<file path="config.mk">
export PLATFORM = sky130hd
export DESIGN_NAME = cfgx_bridge
export DESIGN_NICKNAME = d
export VERILOG_FILES = /design/src/rtl/cfgx_pkg.sv /design/src/rtl/cfgx_sel_reg.sv /design/src/rtl/cfgx_ctrl.sv /design/src/rtl/cfgx_bridge.sv
export SDC_FILE = /design/constraint.sdc
export NUM_CORES = 1
export LEC_CHECK = 0
export BUFFER_PORTS_ARGS = -buffer_cell sky130_fd_sc_hd__buf_4
export CAP_MARGIN = 20
export CORE_UTILIZATION = 42
export CTS_CLUSTER_DIAMETER = 30
export DETAILED_ROUTE_END_ITERATION = 10
export PLACE_DENSITY = 0.86
export SLEW_MARGIN = 25
export SYNTH_ARGS = -nofsm -noshare
export SYNTH_HDL_FRONTEND = slang
export SYNTH_HIERARCHICAL = 1
export SYNTH_SLANG_ARGS = --single-unit
</file>
<file path="constraint.sdc">
create_clock -name clk -period 5.7 [get_ports clk]
set_clock_uncertainty 0.1 [all_clocks]
set_input_delay 1.14 -clock clk [delete_from_list [all_inputs] [get_ports clk]]
set_output_delay 1.14 -clock clk [all_outputs]
set_load 0.1 [all_outputs]
</file>
<file path="src/rtl/cfgx_pkg.sv">
package cfgx_pkg;
  typedef struct packed {
    logic       en;
    logic [6:0] rsvd;
    logic [7:0] bus;
    logic [4:0] dev;
    logic [2:0] fn;
    logic [5:0] dword;
    logic [1:0] zero;
  } sel_t;

  localparam logic [31:0] ALL_ONES = 32'hFFFF_FFFF;
endpackage

</file>
<file path="src/rtl/cfgx_sel_reg.sv">
module cfgx_sel_reg
  import cfgx_pkg::*;
(
  input  logic        clk,
  input  logic        rst_n,
  input  logic        ld,
  input  logic [31:0] d,
  output sel_t        q
);
  logic [31:2] r;

  always_ff @(posedge clk) begin
    if (!rst_n)  r <= '0;
    else if (ld) r <= d[31:2];
  end

  assign q = sel_t'({r, 2'b00});
endmodule

</file>
<file path="src/rtl/cfgx_ctrl.sv">
module cfgx_ctrl #(
  parameter int TIMEOUT = 16
) (
  input  logic clk,
  input  logic rst_n,
  input  logic start,
  input  logic done,
  output logic busy,
  output logic expire
);
  localparam int CW = (TIMEOUT > 1) ? $clog2(TIMEOUT) : 1;
  localparam logic [CW-1:0] LAST = CW'(TIMEOUT - 1);

  logic [CW-1:0] cnt;
  logic          at_last;

  assign at_last = (cnt == LAST);
  assign expire  = busy && at_last && !done;

  always_ff @(posedge clk) begin
    if (!rst_n) begin
      busy <= 1'b0;
      cnt  <= '0;
    end else if (!busy) begin
      if (start) begin
        busy <= 1'b1;
        cnt  <= '0;
      end
    end else if (done || at_last) begin
      busy <= 1'b0;
    end else begin
      cnt <= cnt + 1'b1;
    end
  end
endmodule

</file>
<file path="src/rtl/cfgx_bridge.sv">
module cfgx_bridge
  import cfgx_pkg::*;
#(
  parameter int          AW        = 16,
  parameter logic [15:0] SEL_PORT  = 16'h0CF8,
  parameter logic [15:0] DATA_PORT = 16'h0CFC,
  parameter int          TIMEOUT   = 16
) (
  input  logic          clk,
  input  logic          rst_n,
  input  logic          cpu_valid,
  input  logic          cpu_we,
  input  logic [AW-1:0] cpu_addr,
  input  logic [3:0]    cpu_be,
  input  logic [31:0]   cpu_wdata,
  output logic          cpu_ready,
  output logic [31:0]   cpu_rdata,
  output logic          cfg_req,
  output logic          cfg_we,
  output logic [7:0]    cfg_bus,
  output logic [4:0]    cfg_dev,
  output logic [2:0]    cfg_fn,
  output logic [5:0]    cfg_dword,
  output logic [3:0]    cfg_be,
  output logic [31:0]   cfg_wdata,
  input  logic          cfg_done,
  input  logic          cfg_claimed,
  input  logic [31:0]   cfg_rdata
);
  sel_t sel;
  logic hit_sel, hit_data, start, busy, expire, sel_ld;

  assign hit_sel  = (cpu_addr == AW'(SEL_PORT));
  assign hit_data = (cpu_addr == AW'(DATA_PORT));
  assign start    = !busy && cpu_valid && hit_data && sel.en;
  assign sel_ld   = !busy && cpu_valid && hit_sel && cpu_we;

  cfgx_sel_reg u_sel (
    .clk (clk),
    .rst_n (rst_n),
    .ld (sel_ld),
    .d (cpu_wdata),
    .q (sel)
  );

  cfgx_ctrl #(.TIMEOUT(TIMEOUT)) u_ctrl (
    .clk (clk),
    .rst_n (rst_n),
    .start (start),
    .done (cfg_done),
    .busy (busy),
    .expire (expire)
  );

  always_comb begin
    if (!busy) begin
      cpu_ready = cpu_valid && !start;
      cpu_rdata = hit_sel ? 32'(sel) : ALL_ONES;
    end else begin
      cpu_ready = cfg_done || expire;
      cpu_rdata = (cfg_done && cfg_claimed && !cpu_we) ? cfg_rdata : ALL_ONES;
    end
  end

  assign cfg_req   = busy;
  assign cfg_we    = cpu_we;
  assign cfg_bus   = sel.bus;
  assign cfg_dev   = sel.dev;
  assign cfg_fn    = sel.fn;
  assign cfg_dword = sel.dword;
  assign cfg_be    = cpu_be;
  assign cfg_wdata = cpu_wdata;
endmodule

</file>
==> summary.txt, run 1 <==
Synthesis
  – Synth unique cells: 34
  – Most numerous cell in the Yosys netlist: buf_4
  – Post-Syn Area: 2240 um2
  – FF+latch count, synth: 35
  – Synthesis warning total: 6
  – Post-synth EDFFs: 0
  – Syn_area_per_cell: 10.0 um2
  – Yosys top cell area share: 31.2%
  – Cell taking the most area after synthesis: dfxtp_1
  – Seq/Total Area, Yosys: 31.2%
  – Ys async rst share: 0%
  – Top cells by area, synth: dfxtp_1, mux2i_1, buf_4
  – Most common library cells after synthesis: buf_4, dfxtp_1, mux2i_1, nor2b_1, o32a_1
  – Predominant post-synthesis flop cell: dfxtp_1
  – Cell count after synthesis: 224

Placement
  – Setup Slack @ Placement: 1.56 ns
  – Post-DP Area: 3200 um2
  – PortBufs: 170
  – Routability congestion estimate: 0.753
  – Post-DP HPWL: 4530 um

Critical path
  – Worst Setup End Kind: output port
  – Worst setup path class: in -> out
  – Worst Setup SP: cpu_we
  – Worst Path Required: 4.46 ns
  – Critical Path Sink: cpu_rdata[27]
  – Crit-path max FO: 17
  – CP Launch Type: input port
  – R2R depth: 6
  – Crit path arrival time: 2.84 ns
  – R2R Path End: u_sel/r[13]
  – RR Startpoint: u_ctrl/busy
  – Setup slack, reg-to-reg: 3.41 ns

Drt
  – Total Wirelength: 6080 um
  – Vias per cell: 5.09
  – DRT iter0 DRCs: 35
  – Via count: 2,138
  – Drt pass-1 iters: 4
  – Routed len/inst: 14.5 um
  – Residual DRC count: 0
  – Antenna Violating Nets Remaining: 0

Layout
  – Filler cell count: 456
  – Post-layout util: 63.9%
  – ANT cells: 0
  – Layout cells sized above 1: 54.0%
  – Area grow syn2layout: 46.4%
  – Layout Nets: 440
  – Final instance area: 3290 um2

CTS
  – CTS clk-pin slew, worst paths: 0.07 ns
  – Worst skew pair latency: 0.28 ns
  – Setup Fix Bufs, Post-CTS: 0
  – CTS Buf Count: 5
  – Hold buffer count at cts: 0
  – TritonCTS clock tree: yes
  – H-tree levels: 2
  – Clk buf depth: 2
  – Number of clock sinks: 35
  – Clock Tree Root: clkbuf_8
  – Post-cts resize count: 0

Floorplanning
  – Cell Rows: 26
  – I/O pin total: 183
  – Die Wd: 75.1 um
  – Starting density of the core: 43.7%
  – Die height: 75.1 um
  – Core Area: 5140 um2
  – Die Area: 5640 um2

Global routing
  – Vias in the first global route: 1,955
  – Largest net degree at the start of global routing: 37
  – First-pass GRT wire length: 8610 um
  – Gr usage total: 20.2%
  – GRT overflow: 0
  – Initial antenna violation count: 0

Pwr
  – Peak VDD IR: 0.117 mV
  – Lkg Pwr: 0.00137 uW
  – PwrDens: 177 nW/um2

STA
  – Endpoints failing setup: 0
  – Hold Worst Slack: 0.397 ns
  – Slew Viols, Final: 0
  – Final setup TNS: 0 ns
  – Fin worst setup slack: 1.62 ns
  – Final hold violations: 0
  – Least-Margin Pin Slew: 0.770 ns
  – Unrepaired setup endpoints after global routing: false
  – Max Clock Freq: 0.245 GHz
  – Final worst-path cycle share: 71.6%
  – Period minus WS final: 4.08 ns
  – Slew headroom: 48.4%

Flow run
  – Max cap viols: 0

Min path
  – Tightest Hold Check Type: reg -> reg

Outcome
  – Run status: completed
==> where the power goes <==
part	switching, uW	leakage [uW]	internal, uW
clock	81.8	0.0000422	85.6
combinational	113	0.00105	57.1
sequential	0.000685	0.000282	244
total	195	0.00137	387
==> layout make-up <==
type	count	area [um2]	share of cell area, %
clock buffer	7	76.3	2.32
clock inverter	1	5.00	0.152
inverter	4	15.0	0.457
multi-input combinational	130	1100	33.5
sequential	35	701	21.3
tap	70	87.6	2.67
timing repair buffer	173	1300	39.5
==> how the worst min path moves through the flow <==
stage,endpoint,depth (start not counted),slack (ns),start
floorplan,u_ctrl/cnt[2],1,0.36,u_ctrl/cnt[2]
global placement,u_ctrl/cnt[1],2,0.37,u_ctrl/cnt[1]
detailed placement,u_ctrl/cnt[1],2,0.39,u_ctrl/cnt[1]
CTS,u_ctrl/cnt[1],2,0.40,u_ctrl/cnt[1]
global route,u_ctrl/cnt[1],2,0.42,u_ctrl/cnt[1]
finish,u_ctrl/cnt[1],2,0.40,u_ctrl/cnt[1]
==> worst max-delay path: stages <==
cell	delay, ns
buf_4	0.12
nand4b_1	0.67
buf_4	0.47
o32a_1	0.20
buf_4	0.24
==> registers in the layout (all words and copies together) (netlist names) <==
name,flops
u_ctrl/busy,1
u_sel/r,30
u_ctrl/cnt,4
==> logic make-up (layout without fill, tap and decap cells) <==
family	after synthesis	in the layout	share of synthesized area [%]
flops	35	35	31.2
other cells	1	2	0.167
fa+ha+maj	1	1	0.557
simple gates	56	56	17.2
mux	31	31	13.8
buf+inv	60	185	20.1
compound gates	40	40	16.9
==> per-layer routing <==
metal / routed length, um / track usage, %
met5: 0 / 0
met2: 3210 / 37.4
met4: 143 / 10.3
met3: 438 / 3.75
met1: 2280 / 22.0
==> layout by cell type (no fill, tap or decap), drive strengths merged, types with 2 or more instances in the layout <==
cell type,Yosys,routed
nor2b,31,31
nor3,2,2
mux2i,31,31
dfxtp,35,35
inv,4,4
nor2,2,2
nand3,2,2
o21ai,3,3
and3,2,2
nand2,5,5
buf,46,173
conb,1,2
clkbuf,10,7
and4bb,2,2
o32a,32,32
==> metrics by stage <==
step	total power, uW	instances
after global placement	419	412
after floorplan	389	225
after CTS	591	420
after global routing	604	420
final	582	420
after detailed placement	421	412
(Power assumes the default switching activity.)
==> inputs of run 2 (changes only) <==
- CORE_UTILIZATION: 42 -> 36
- PLACE_DENSITY: 0.86 -> 0.78
- clock period: 5.7 -> 3.7 ns (I/O delays scaled with it)
==> summary.txt, run 2 (synthesized netlist as in run 1, its figures left out) <==
Placement
  – Post-DP HPWL: 4770 um (+5.4%)
  – Placed insts: 416 (+0.97%)
  – Routability congestion estimate: 0.735 (-2.4%)
  – PortBufs: 170 (unchanged)

Critical path
  – Worst Setup SP: cpu_addr[12]
  – Worst Path Required: 2.86 ns (-1.60 ns)
  – Crit-path max FO: 35 (+18)
  – Worst setup path class: in -> out
  – R2R depth: 6 (unchanged)
  – RR Startpoint: u_ctrl/busy
  – Worst Setup End Kind: output port
  – CP Launch Type: input port
  – Crit path arrival time: 2.46 ns (-0.38 ns)

STA
  – Final worst-path cycle share: 89.1%
  – Max Clock Freq: 0.303 GHz
  – Slew Viols, Final: 0 (unchanged)
  – Least-Margin Pin Slew: 0.578 ns (-0.192 ns)
  – Slew headroom: 61.4% (+13 points)
  – Final setup TNS: 0 ns (unchanged)
  – Hold Worst Slack: 0.397 ns (-0.000470 ns)
  – Unrepaired setup endpoints after global routing: false
  – Period minus WS final: 3.30 ns
  – Endpoints failing setup: 0 (unchanged)
  – Final hold violations: 0 (unchanged)

Global routing
  – Vias in the first global route: 2,019 (+3.3%)
  – Initial antenna violation count: 0 (unchanged)
  – Largest net degree at the start of global routing: 37 (unchanged)
  – GRT overflow: 0 (unchanged)
  – First-pass GRT wire length: 9380 um (+9.0%)
  – Gr usage total: 18.5% (-1.8 points)

Drt
  – Met3 WL post-DR: 472 um (+7.8%)
  – Drt pass-1 iters: 5 (+1)
  – Antenna Violating Nets Remaining: 0 (unchanged)
  – Via count: 2,141 (+0.14%)
  – Vias per cell: 5.05 (-0.80%)
  – Routed len/inst: 15.4 um (+6.4%)
  – DRT iter0 DRCs: 63 (+80%)
  – Residual DRC count: 0 (unchanged)
  – Total Wirelength: 6520 um (+7.4%)
  – Uppermost routed layer: met4
  – Wire length on met2: 3400 um (+5.8%)
  – M1 wire length: 2520 um (+10%)

Pwr
  – Design Power: 940 uW (+61%)
  – Lkg Pwr: 0.00138 uW (+0.47%)
  – PwrDens: 283 nW/um2 (+60%)
  – Peak VDD IR: 0.142 mV (+21%)

CTS
  – Clock Tree Root: clkbuf_8
  – TritonCTS clock tree: yes
  – Worst skew pair latency: 0.28 ns (about the same)
  – CTS clk-pin slew, worst paths: 0.07 ns (about the same)
  – CTS Buf Count: 5 (unchanged)
  – Clk buf depth: 2 (unchanged)
  – H-tree levels: 2 (unchanged)
  – Number of clock sinks: 35 (unchanged)
  – Post-cts resize count: 0 (unchanged)
  – Hold buffer count at cts: 0 (unchanged)
  – Setup Fix Bufs, Post-CTS: 0 (unchanged)

Layout
  – Top flop regs: u_sel/r: 30 flops, u_ctrl/cnt: 4 flops, u_ctrl/busy: 1 flops
  – Max reg flops: 30 (unchanged)
  – Final Non-Filler Cells: 424 (+0.95%)
  – Biggest register: u_sel/r
  – Commonest non-fill, non-tap cells in the layout: buf_4, dfxtp_1, nor2b_1, mux2i_1, o32a_1
  – Layout cells sized above 1: 54.2% (+0.15 points)
  – ANT cells: 0 (unchanged)
  – Commonest non-fill, non-tap cell in the layout: buf_4
  – Area grow syn2layout: 47.7%
  – Layout Nets: 439 (-0.23%)

Floorplanning
  – I/O pin total: 183 (unchanged)
  – Core Area: 5960 um2 (+16%)
  – Starting density of the core: 37.7% (-6.0 points)
  – Die Wd: 81.0 um (+7.8%)
  – Cell Rows: 28 (+7.7%)
  – Die Area: 6550 um2 (+16%)
  – Die height: 81.0 um (+7.8%)

Min path
  – Min-delay src: u_ctrl/cnt[1]
  – Worst hold path depth: 2 (unchanged)
  – Tightest Hold Check Type: reg -> reg

Outcome
  – Run status: completed

Flow run
  – Max cap viols: 0 (unchanged)
run 2: changes by cell type in the layout (fill, tap and decap cells not counted), sizes merged:
cell and change:
buf -1, clkbuf +1, clkinv -1
run 2: layer usage:
metal	vias to the layer above	track usage (%)
met5	-	0
met4	0	6.07
met3	14	4.49
met2	96	35.2
met1	1002	19.7
li1	1029	-
run 2: metrics by stage:
step           area [um2]  setup WS (ns)  util (%)
5_1_grt              3320          0.291      55.7
2_1_floorplan        2250          0.518         -
4_1_cts              3320          0.397      55.7
3_5_place_dp         3220          0.399      54.0
6_report             3320          0.405      55.7
3_3_place_gp         3220          0.441      54.0
run 2: layout make-up:
| type | instances | area (um2) |
|---|---|---|
| well taps | 75 | 93.8 |
| clock buffers | 8 | 100 |
| multi-input cells | 130 | 1100 |
| fillers | 563 | 2640 |
| flip-flops and latches | 35 | 701 |
| inverters | 4 | 15.0 |
| repair buffers | 172 | 1300 |
run 2: final timing paths:
kind	slack (ns)	end
max	0.40	cpu_rdata[23]
min	0.40	u_ctrl/cnt[1]
min reg2reg	0.40	u_ctrl/cnt[1]
max reg2reg	1.31	u_sel/r[9]
run 2: critical path, cell delays in order:
cell     delay (ns)
buf_4          0.12
nor4_4         0.32
nand4_4        0.51
o32a_2         0.53
buf_4          0.23
run 2: where the power goes:
group          internal, uW  total [uW]  leakage [uW]  switching [uW]
Sequential              377         377      0.000282         0.00110
Combinational          87.9         263       0.00104             175
Clock                   170         300     0.0000515             130
Total                   634         940       0.00138             305
